$ cat config.mk
export PLATFORM = sky130hd
export DESIGN_NAME = clksyn_loader
export DESIGN_NICKNAME = d
export VERILOG_FILES = /design/src/rtl/clksyn_pkg.sv /design/src/rtl/clksyn_pack.sv /design/src/rtl/clksyn_pace.sv /design/src/rtl/clksyn_seq.sv /design/src/rtl/clksyn_loader.sv
export SDC_FILE = /design/constraint.sdc
export NUM_CORES = 1
export LEC_CHECK = 0
export BUFFER_PORTS_ARGS = -buffer_cell sky130_fd_sc_hd__buf_2
export CORE_ASPECT_RATIO = 1.4
export CORE_MARGIN = 2
export CORE_UTILIZATION = 55
export CTS_BUF_LIST = sky130_fd_sc_hd__clkbuf_2
export DETAILED_ROUTE_END_ITERATION = 10
export PLACE_DENSITY = 0.75
export SYNTH_ARGS = -nofsm -noshare
export SYNTH_HDL_FRONTEND = slang
export SYNTH_SLANG_ARGS = --single-unit
export TNS_END_PERCENT = 50
$ cat constraint.sdc
create_clock -name clk_i -period 3 [get_ports clk_i]
set_input_delay 0.15 -clock clk_i [delete_from_list [all_inputs] [get_ports clk_i]]
set_output_delay 0.15 -clock clk_i [all_outputs]
set_load 0.03 [all_outputs]
$ cat src/rtl/clksyn_pkg.sv
package clksyn_pkg;

  localparam int WORD_W       = 24;
  localparam int PRE_PAIRS    = 5;
  localparam int START_PAIRS  = 2;
  localparam int PH_PER_BIT   = 4;
  localparam int STOP_STATES  = 3;

  localparam int PRE_STATES   = 2 * PRE_PAIRS;
  localparam int START_STATES = 2 * START_PAIRS;
  localparam int DATA_STATES  = WORD_W * PH_PER_BIT;
  localparam int DATA_BASE    = PRE_STATES + START_STATES;
  localparam int STOP_BASE    = DATA_BASE + DATA_STATES;
  localparam int TOTAL_STATES = STOP_BASE + STOP_STATES;
  localparam int STEP_W       = $clog2(TOTAL_STATES);

  localparam int P_MIN = 4;
  localparam int P_MAX = 130;
  localparam int Q_MIN = 15;
  localparam int Q_MAX = 71;
  localparam int P_BIAS = 3;
  localparam int Q_BIAS = 2;

  typedef enum logic [1:0] {
    LD_IDLE   = 2'd0,
    LD_SHIFT  = 2'd1,
    LD_SETTLE = 2'd2
  } ld_state_e;

  typedef struct packed {
    logic [2:0] sel;
    logic [3:0] band;
    logic [7:0] p;
    logic [2:0] m;
    logic [6:0] q;
  } syn_fields_t;

endpackage

$ cat src/rtl/clksyn_pack.sv
module clksyn_pack
  import clksyn_pkg::*;
(
  input  syn_fields_t        fields_i,
  output logic [WORD_W-1:0]  word_o,
  output logic               legal_o
);

  logic [7:0] p_bias;
  logic [6:0] q_bias;
  logic       p_ok;
  logic       q_ok;

  always_comb begin
    p_bias  = fields_i.p - 8'(P_BIAS);
    q_bias  = fields_i.q - 7'(Q_BIAS);
    p_ok    = (fields_i.p >= 8'(P_MIN)) && (fields_i.p <= 8'(P_MAX));
    q_ok    = (fields_i.q >= 7'(Q_MIN)) && (fields_i.q <= 7'(Q_MAX));
    legal_o = p_ok && q_ok;
    word_o  = {fields_i.sel, fields_i.band, p_bias[6:0], fields_i.m, q_bias};
  end

endmodule

$ cat src/rtl/clksyn_pace.sv
module clksyn_pace #(
  parameter int DIV_W = 16
) (
  input  logic             clk_i,
  input  logic             rst_n_i,
  input  logic             restart_i,
  input  logic             run_i,
  input  logic [DIV_W-1:0] div_i,
  output logic             adv_o
);

  logic [DIV_W-1:0] cnt_q;
  logic [DIV_W-1:0] cnt_d;
  logic             cnt_en;
  logic             at_lim;

  always_comb begin
    at_lim = (cnt_q == div_i);
    cnt_en = restart_i || run_i;
    if (restart_i || at_lim) cnt_d = '0;
    else                     cnt_d = cnt_q + 1'b1;
    adv_o  = run_i && at_lim;
  end

  always_ff @(posedge clk_i or negedge rst_n_i) begin
    if (!rst_n_i)    cnt_q <= '0;
    else if (cnt_en) cnt_q <= cnt_d;
  end

  // hold counter never passes the programmed limit
  p_cnt_in_window_r8: assert property (@(posedge clk_i) disable iff (!rst_n_i)
    run_i |-> (cnt_q <= div_i));

endmodule

$ cat src/rtl/clksyn_seq.sv
module clksyn_seq
  import clksyn_pkg::*;
(
  input  logic              clk_i,
  input  logic              rst_n_i,
  input  logic              load_i,
  input  logic              busy_i,
  input  logic [WORD_W-1:0] word_i,
  input  logic              adv_i,
  output logic              line_clk_o,
  output logic              line_dat_o,
  output logic              last_o
);

  localparam logic [STEP_W-1:0] START_B = STEP_W'(PRE_STATES);
  localparam logic [STEP_W-1:0] DATA_B  = STEP_W'(DATA_BASE);
  localparam logic [STEP_W-1:0] STOP_B  = STEP_W'(STOP_BASE);
  localparam logic [STEP_W-1:0] LAST_S  = STEP_W'(TOTAL_STATES - 1);

  logic [STEP_W-1:0] step_q;
  logic [STEP_W-1:0] step_d;
  logic [WORD_W-1:0] word_q;
  logic              step_en;
  logic [STEP_W-1:0] rel_data;
  logic [STEP_W-1:0] rel_stop;
  logic [WORD_W-1:0] word_sh;
  logic              cur_bit;

  always_comb begin
    step_en = load_i || adv_i;
    if (load_i)                       step_d = '0;
    else if (step_q == LAST_S)        step_d = step_q;
    else                              step_d = step_q + 1'b1;
    last_o  = adv_i && (step_q == LAST_S);
  end

  always_ff @(posedge clk_i or negedge rst_n_i) begin
    if (!rst_n_i)     step_q <= '0;
    else if (step_en) step_q <= step_d;
  end

  always_ff @(posedge clk_i or negedge rst_n_i) begin
    if (!rst_n_i)    word_q <= '0;
    else if (load_i) word_q <= word_i;
  end

  // line state decode: preamble, start, data (four phases per bit), stop
  always_comb begin
    rel_data = step_q - DATA_B;
    rel_stop = step_q - STOP_B;
    word_sh  = word_q >> rel_data[STEP_W-1:2];
    cur_bit  = word_sh[0];
    if (step_q < START_B) begin
      line_dat_o = 1'b1;
      line_clk_o = step_q[0];
    end else if (step_q < DATA_B) begin
      line_dat_o = 1'b0;
      line_clk_o = step_q[0];
    end else if (step_q < STOP_B) begin
      unique case (rel_data[1:0])
        2'd0:    begin line_dat_o = ~cur_bit; line_clk_o = 1'b1; end
        2'd1:    begin line_dat_o = ~cur_bit; line_clk_o = 1'b0; end
        2'd2:    begin line_dat_o =  cur_bit; line_clk_o = 1'b0; end
        default: begin line_dat_o =  cur_bit; line_clk_o = 1'b1; end
      endcase
    end else begin
      line_dat_o = 1'b1;
      line_clk_o = (rel_stop != STEP_W'(1));
    end
  end

  // the word is only ever loaded while the block is idle
  p_load_only_idle_r10: assert property (@(posedge clk_i) disable iff (!rst_n_i)
    load_i |-> !busy_i);

  // step index never runs past the last stop state
  p_step_bound_r8: assert property (@(posedge clk_i) disable iff (!rst_n_i)
    step_q <= LAST_S);

  // the line state only moves on a pacing tick or a load
  p_step_hold_r8: assert property (@(posedge clk_i) disable iff (!rst_n_i)
    (!adv_i && !load_i) |=> $stable(step_q));

endmodule

$ cat src/rtl/clksyn_loader.sv
module clksyn_loader
  import clksyn_pkg::*;
#(
  parameter int DIV_W    = 16,
  parameter int SETTLE_W = 24
) (
  input  logic                clk_i,
  input  logic                rst_n_i,
  input  logic                start_i,
  input  logic [2:0]          reg_sel_i,
  input  logic [3:0]          vco_band_i,
  input  logic [7:0]          p_div_i,
  input  logic [2:0]          post_div_i,
  input  logic [6:0]          q_div_i,
  input  logic [DIV_W-1:0]    hold_div_i,
  input  logic [SETTLE_W-1:0] settle_cyc_i,
  output logic                ser_clk_o,
  output logic                ser_dat_o,
  output logic                busy_o,
  output logic                done_o,
  output logic                err_o
);

  // reset: asserted asynchronously, released on the clock
  logic [1:0] rst_sync_q;
  logic       rst_n;

  always_ff @(posedge clk_i or negedge rst_n_i) begin
    if (!rst_n_i) rst_sync_q <= 2'b00;
    else          rst_sync_q <= {rst_sync_q[0], 1'b1};
  end
  assign rst_n = rst_sync_q[1];

  syn_fields_t       fields;
  logic [WORD_W-1:0] word;
  logic              legal;

  assign fields = '{sel: reg_sel_i, band: vco_band_i, p: p_div_i,
                    m: post_div_i, q: q_div_i};

  clksyn_pack u_pack (
    .fields_i (fields),
    .word_o   (word),
    .legal_o  (legal)
  );

  ld_state_e           state_q, state_d;
  logic [SETTLE_W-1:0] scnt_q, scnt_d;
  logic                scnt_en;
  logic                done_q, done_d;
  logic                err_q, err_d;
  logic                accept;
  logic                adv;
  logic                last;
  logic                line_clk, line_dat;
  logic                shifting;

  assign shifting = (state_q == LD_SHIFT);

  clksyn_pace #(.DIV_W(DIV_W)) u_pace (
    .clk_i     (clk_i),
    .rst_n_i   (rst_n),
    .restart_i (accept),
    .run_i     (shifting),
    .div_i     (hold_div_i),
    .adv_o     (adv)
  );

  clksyn_seq u_seq (
    .clk_i      (clk_i),
    .rst_n_i    (rst_n),
    .load_i     (accept),
    .busy_i     (busy_o),
    .word_i     (word),
    .adv_i      (adv),
    .line_clk_o (line_clk),
    .line_dat_o (line_dat),
    .last_o     (last)
  );

  // next-state logic
  always_comb begin
    state_d = state_q;
    scnt_d  = scnt_q;
    scnt_en = 1'b0;
    done_d  = 1'b0;
    err_d   = 1'b0;
    accept  = 1'b0;
    unique case (state_q)
      LD_IDLE: begin
        if (start_i) begin
          if (legal) begin
            accept  = 1'b1;
            state_d = LD_SHIFT;
          end else begin
            err_d = 1'b1;
          end
        end
      end
      LD_SHIFT: begin
        if (last) begin
          state_d = LD_SETTLE;
          scnt_d  = '0;
          scnt_en = 1'b1;
        end
      end
      LD_SETTLE: begin
        scnt_en = 1'b1;
        if (scnt_q == settle_cyc_i) begin
          state_d = LD_IDLE;
          done_d  = 1'b1;
          scnt_d  = '0;
        end else begin
          scnt_d = scnt_q + 1'b1;
        end
      end
      default: state_d = LD_IDLE;
    endcase
  end

  // registers
  always_ff @(posedge clk_i or negedge rst_n) begin
    if (!rst_n) begin
      state_q <= LD_IDLE;
      done_q  <= 1'b0;
      err_q   <= 1'b0;
    end else begin
      state_q <= state_d;
      done_q  <= done_d;
      err_q   <= err_d;
    end
  end

  always_ff @(posedge clk_i or negedge rst_n) begin
    if (!rst_n)       scnt_q <= '0;
    else if (scnt_en) scnt_q <= scnt_d;
  end

  assign busy_o    = (state_q != LD_IDLE);
  assign done_o    = done_q;
  assign err_o     = err_q;
  assign ser_clk_o = shifting ? line_clk : 1'b1;
  assign ser_dat_o = shifting ? line_dat : 1'b1;

  // both lines rest high whenever the block is not busy
  p_idle_lines_high_r1: assert property (@(posedge clk_i) disable iff (!rst_n)
    !busy_o |-> (ser_clk_o && ser_dat_o));

  // a refusal never coincides with a running transfer
  p_err_not_busy_r3: assert property (@(posedge clk_i) disable iff (!rst_n)
    err_o |-> !busy_o);

  // a refusal lasts one cycle
  p_err_pulse_r3: assert property (@(posedge clk_i) disable iff (!rst_n)
    err_o |=> !err_o);

  // done is a single-cycle pulse
  p_done_pulse_r9: assert property (@(posedge clk_i) disable iff (!rst_n)
    done_o |=> !done_o);

  // done only follows the settling phase
  p_done_after_settle_r9: assert property (@(posedge clk_i) disable iff (!rst_n)
    $rose(done_o) |-> $past(state_q == LD_SETTLE));

endmodule

# [After elaboration in Yosys (flattened, before gate mapping)]
# Cells that the tools add are included.
[word_totals] reg_bits=77 latch_bits=0 ramBits=0 rom_bits=0 in_bits=68 out_inout_bits=5 elab_cells=85 mem_count=0
[op_classes] add_sub_neg=7 n_mul=0 div=0 order_cmp=7 eq_ne=13 n_shift=1 mux=31 n_bitwise=1 reduce_logical=17
[op_table] op="24-bit two-way mux" count=2
[op_table] op="24-bit one-hot mux with 2 select lines" count=1
[op_table] op="24-bit by 1-bit adder with 24-bit output (second input constant)" count=1
[op_table] op="24-bit equality test" count=1
[op_table] op="24-bit by 5-bit >> shifter with 1-bit output" count=1
[op_table] op="1-bit two-way mux" count=19
[op_table] op="16-bit by 1-bit adder with 16-bit output (second input constant)" count=1
[op_table] op="16-bit equality test" count=1
[op_table] op="16-bit two-way mux" count=1
[op_table] op="7-bit by 4-bit less-than comparator with 1-bit output (second input constant)" count=2
[op_table] op="7-bit two-way mux" count=2
[op_table] op="7-bit by 2-bit subtractor with 7-bit output (second input constant)" count=2
[op_table] op="2-bit inequality test (second input constant)" count=5
[op_table] op="8-bit by 3-bit >= comparator with 1-bit output (second input constant)" count=1
[op_table] op="8-bit less-or-equal comparator (second input constant)" count=1
[op_table] op="2-bit two-way mux" count=4
[op_table] op="7-bit by 1-bit adder with 7-bit output (second input constant)" count=1
[op_table] op="7-bit equality test (second input constant)" count=1
[op_table] op="7-bit by 4-bit >= comparator with 1-bit output (second input constant)" count=1
[op_table] op="7-bit less-or-equal comparator (second input constant)" count=1
[op_table] op="7-bit less-than comparator (second input constant)" count=1
[op_table] op="7-bit by 1-bit inequality test with 1-bit output (second input constant)" count=1
[op_table] op="7-bit by 4-bit subtractor with 7-bit output (second input constant)" count=1
[op_table] op="7-bit subtractor (second input constant)" count=1
[op_table] op="13 further kinds" count=24

# [Longest topological paths before layout]
[logic_depth] depth_word=8 depth_mapped=9 mapped_depth_nobuf=8

# [Modules after synthesis]
# From an unflattened synthesis, not the netlist that was laid out.
[hier_totals] hier_cells=501 hier_area_um2=5124.9
[by_module_without_submodules] module="clksyn_seq" instances=1 cells_per_inst=157 area_each_um2=1829.3 seq_area_each_um2=775.7
[by_module_without_submodules] module="clksyn_loader" instances=1 cells_per_inst=183 area_each_um2=1825.5 seq_area_each_um2=750.7
[by_module_without_submodules] module="clksyn_pace" instances=1 cells_per_inst=111 area_each_um2=1106.1 seq_area_each_um2=400.4
[by_module_without_submodules] module="clksyn_pack" instances=1 cells_per_inst=50 area_each_um2=364.1 seq_area_each_um2=0.0

# [Least setup slack after synthesis]
# Ideal clock, no wire load.
[synth_timing] kind="register to output" startpoint="register u_seq.step_q[1]" endpoint="output ser_dat_o" arrival_time_ns=2.816 required_time_ns=2.850 setup_slack_ns=0.034 path_stages_with_launch=10 n_path_buf=1 cell_sequence="dfrtp_1 ha_1 buf_2 a21oi_2 xor2_1 mux4_2 a32oi_1 a41oi_1 xor2_1 o21ai_0"
[synth_via] elab_chain_len=8 word_cells_on_any_way=14 classes_between="add/sub: 1; order compare: 3; eq/ne: 1; shift: 1; mux: 5; bitwise: 1; reduce/logical: 2"
[synth_lines] item="start, declared" line="clksyn_seq.sv:20" source="logic [STEP_W-1:0] step_q;"
[synth_lines] item="start signal, assigned" line="clksyn_seq.sv:39" source="else if (step_en) step_q <= step_d;"
[synth_lines] item="7-bit by 4-bit subtractor with 7-bit output" line="clksyn_seq.sv:49" source="rel_data = step_q - DATA_B;"
[synth_lines] item="24-bit by 5-bit >> shifter with 1-bit output, or another cell as far along" line="clksyn_seq.sv:51" source="word_sh = word_q >> rel_data[STEP_W-1:2];"
[synth_lines] item="1-bit inverter or 2-bit OR reduction (tied branches)"
[synth_lines] item="1-bit two-way mux"
[synth_lines] item="1-bit two-way mux" line="clksyn_seq.sv:59" source="end else if (step_q < STOP_B) begin"
[synth_lines] item="1-bit two-way mux" line="clksyn_seq.sv:56" source="end else if (step_q < DATA_B) begin"
[synth_lines] item="1-bit two-way mux *" line="clksyn_seq.sv:53" source="if (step_q < START_B) begin"
[synth_lines] item="1-bit two-way mux *" line="clksyn_loader.sv:143" source="assign ser_dat_o = shifting ? line_dat : 1'b1;"
[synth_lines] item="end, declared" line="clksyn_loader.sv:18" source="output logic ser_dat_o,"
# Every way passes the cells marked *; elsewhere a longest branch is shown, timed or not.

# [Worst setup path after layout]
[layout_timing] startpoint="register u_seq.step_q[2]" endpoint="output ser_dat_o"
[layout_via] elab_chain_len=8 word_cells_on_any_way=11 classes_between="add/sub: 1; order compare: 3; shift: 1; mux: 5; bitwise: 1"
[layout_lines] item="7-bit by 4-bit subtractor with 7-bit output" line="clksyn_seq.sv:49"
[layout_lines] item="24-bit by 5-bit >> shifter with 1-bit output" line="clksyn_seq.sv:51"
[layout_lines] item="1-bit inverter" line="clksyn_seq.sv:61, clksyn_seq.sv:62"
[layout_lines] item="1-bit two-way mux"
[layout_lines] item="1-bit two-way mux" line="clksyn_seq.sv:59"
[layout_lines] item="1-bit two-way mux" line="clksyn_seq.sv:56"
[layout_lines] item="1-bit two-way mux *" line="clksyn_seq.sv:53"
[layout_lines] item="1-bit two-way mux *" line="clksyn_loader.sv:143"
# Marks and branches as above.

==> qor.csv <==
stage,metric,value,unit
layout,drive_above_1_share,20.3,%
yosys,syn_inst,520,
sta,hold_violations,0,
cts,worstSkewPairLatency,0.53,ns
power_and_ir_drop,netSwitchingPower,538,µW
sta,rsz0062_at_grt,true,
routing,dr_total_vias,4113,
power_and_ir_drop,clkPwrFrac,33.9,%
grt,grt_first_pass_wirelength,18600,µm
layout,layout.nets,706,
layout,layout_common_cells,"84 x nand2_1, 73 x dfrtp_1, 71 x buf_2, 52 x o21ai_0, 47 x nor2_1",
placed_design,hpwl,7700,µm
cts,cts_root_buf,clkbuf_2,
yosys,ys_seq_area_share,41.1,%
floorplanning,core_area,8200,µm²
layout,instances_no_fill,735,
floorplanning,die_area,9280,µm²
cts,clock_path_buffers,2,
floorplanning,rows,39,
power_and_ir_drop,power_leakage,2.60,nW
yosys,synth_flop_cell,dfrtp_1,
power_and_ir_drop,comb_power_share,11.9,%
grt,grt_antenna_before_repair,1,
grt,grt_use_total,25.9,%
sta,worst_pin_slew,0.664,ns
grt,grt_max_degree,74,
yosys,syn_nets,599,
placed_design,dp_cells,682,
cts,path_clk_slew,0.20,ns
routing,drcViolationCount,0,
routing,antenna_left,0,
layout,stdcell_area,5730,µm²
power_and_ir_drop,seqPwrFrac,54.3,%
sta,fin_tns_setup,-0.0895,ns
critical_path,worst_setup_path_start_kind,flop,
routing,drt-pass1-iter-count,5,
routing,drt-initial-drc-count,194,
sta,finalClockSkew,0.0138,ns
layout,layout_commonest_cell,nand2_1,
routing,wl_per_cell,15.1,µm
floorplanning,initial_utilization,57.1,%
placed_design,place.port_buffers,72,
power_and_ir_drop,pwr_density_cell,369,nW/µm²
min_path,worst_hold_path_type,reg2async,
cts,cts_max_level,3,
cts,clock-sinks,77,
sta,slew_viol_final,0,
placed_design,place_congestion,0.937,
status,violations,negative setup slack,
sta,final.period_utilization,103,%
power_and_ir_drop,max-vdd-ir-drop,0.251,mV
floorplanning,die_w,82,µm
routing,wl,11100,µm
floorplanning,die_h,113,µm
critical_path,cp.required,2.85,ns
layout,syn2layout_area_growth,22.4,%
power_and_ir_drop,power,2.12,mW
yosys,async_reset_ff_share,100,%
cts,numCtsBuffers,9,
sta,slew_headroom,55.3,%
grt,grt_overflow,0,
status,status,"finished, violations left",
layout,nFillCells,619,
routing,via_per_inst,5.60,
placed_design,post-place-ws,0.193,ns
critical_path,end_kind,primary output,
power_and_ir_drop,swShare,25.4,%
yosys,ys_types,49,
yosys,syn_area_per_cell,9.01,µm²
critical_path,worstSetupPathType,reg2out,
critical_path,cp.arrival,2.94,ns
floorplanning,ios,73,
sta,min_period,3.09,ns
power_and_ir_drop,p_int,1.58,mW
grt,grt_pass1_vias,4238,
critical_path,critical_path_peak_fanout,5,
job,maxCapViolCount,0,
yosys,yosys_warnings,0,
sta,setup_viol,1,
sta,timing.final.ws_setup,-0.0895,ns
sta,fmax,324,MHz
placed_design,placed_area,5150,µm²
cts,cts_tree,built,
yosys,netlist_area,4680,µm²
yosys,ys_seq_elements,77,
yosys,synth_edf_count,0,
-- cell type report --
cell class                      count  area (µm²)  area share [%]
Multi-Input combinational cell    409        2690            47.0
Sequential cell                    77        1930            33.7
Timing Repair Buffer              115         768            13.4
Tap cell                          102         128            2.23
Clock inverter                      5        98.8            1.72
Inverter                           15        56.3           0.982
Clock buffer                       11        55.1           0.960
Antenna cell                        1        2.50          0.0436
-- synth_stat cells, types with 2 or more instances --
cell,number,area (µm²)
o21ai_0,53,265
a21oi_1,7,35.0
nor2b_1,11,68.8
clkbuf_1,11,41.3
nand3_1,23,115
mux4_2,6,135
inv_1,13,48.8
nor3_1,9,45.0
nand2_1,84,315
dfrtp_1,77,1930
o41ai_1,2,17.5
buf_2,7,35.0
nor2_1,47,176
nand2b_1,5,31.3
nand4_1,8,50.1
xor2_1,40,350
a2111oi_0,2,17.5
o31ai_1,12,90.1
a31oi_1,4,25.0
and3_1,11,68.8
a21oi_2,2,17.5
clkinv_1,2,7.51
nor4_1,7,43.8
o211ai_1,3,22.5
or3_1,3,18.8
and4_1,3,26.3
and2_1,4,25.0
mux2i_1,2,20.0
ha_1,11,138
xnor2_1,32,280
-- critical path, cell delays in order, from the launching register on --
cell and delay (ns):
dfrtp_2 0.50, ha_4 0.21, a21oi_4 0.15, xor2_1 0.16, buf_4 0.15, mux4_2 0.31
a32oi_2 0.27, a41oi_2 0.18, xor2_1 0.17, o21ai_1 0.13, buf_4 0.17
-- cells by family (layout without fill, tap and decap cells) --
family	after synthesis	count (layout)	synth area share (%)
and+or+nand+nor	221	221	22.5
AOI/OAI and AO/OA	96	96	13.5
DFF	77	77	41.1
xor gates and xnor gates	72	72	13.5
buffers and inverters	34	146	3.07
adders and majority gates	11	11	2.94
muxes	8	8	3.31
other	1	2	0.0801
-- sequential cells by signal, summed over array words and instances, names as in the netlist --
signal / flops
err_o: 1
u_seq.word_q: 24
rst_sync_q: 2
u_pace.cnt_q: 16
scnt_q: 24
done_o: 1
state_q: 2
u_seq.step_q: 7
-- per-layer routing --
layer | track usage (%) | vias to the layer above | routed length (µm)
met5 | 0 | - | 0
met4 | 13.8 | 0 | 418
met3 | 3.11 | 38 | 351
met2 | 47.5 | 114 | 5930
met1 | 28.0 | 1949 | 4420
li1 | - | 2012 | -
-- final timing paths --
path / slack (ns) / end / depth (start not counted) / from
setup / recovery: -0.09 / ser_dat_o / 10 / u_seq.step_q[2]$_DFFE_PN0P_
hold / removal: 0.07 / u_pace.cnt_q[11]$_DFFE_PN0P_ / 0 / rst_sync_q[1]$_DFF_PN0_
setup reg to reg: 0.61 / scnt_q[22]$_DFFE_PN0P_ / 8 / scnt_q[0]$_DFFE_PN0P_
hold reg to reg: 0.07 / u_pace.cnt_q[11]$_DFFE_PN0P_ / 0 / rst_sync_q[1]$_DFF_PN0_
max in group asynchronous: 2.31 / u_seq.step_q[1]$_DFFE_PN0P_ / 1 / rst_sync_q[1]$_DFF_PN0_
min in group clk_i: 0.11 / err_o$_DFF_PN0_ / 4 / p_div_i[7]
-- what timing repair did --
item,CTS,global route
pin swaps,5,4
buffers inserted,7,1
hold buffers,28,0
gates resized for setup,15,1
endpoints found under the hold margin,27,0
endpoints found under the setup margin,1,1
-- stage by stage --
stage          hold slack [ns]  util [%]
3_5_place_dp           -0.0632      62.8
4_1_cts                 0.0747      69.7
2_1_floorplan           -0.146         -
5_1_grt                 0.0803      69.9
3_3_place_gp           -0.0651      62.8
6_report                0.0712      69.9
-- power by group through the flow --
stage               logic [mW]  clock network [mW]  registers, mW
finish                   0.252               0.717           1.15
global route             0.283               0.785           1.16
CTS                      0.252               0.734           1.15
detailed placement       0.223                   0           1.17
global placement         0.214                   0           1.16
floorplan                0.147                   0           1.14
Note: power is estimated with default switching activity, not from simulation.
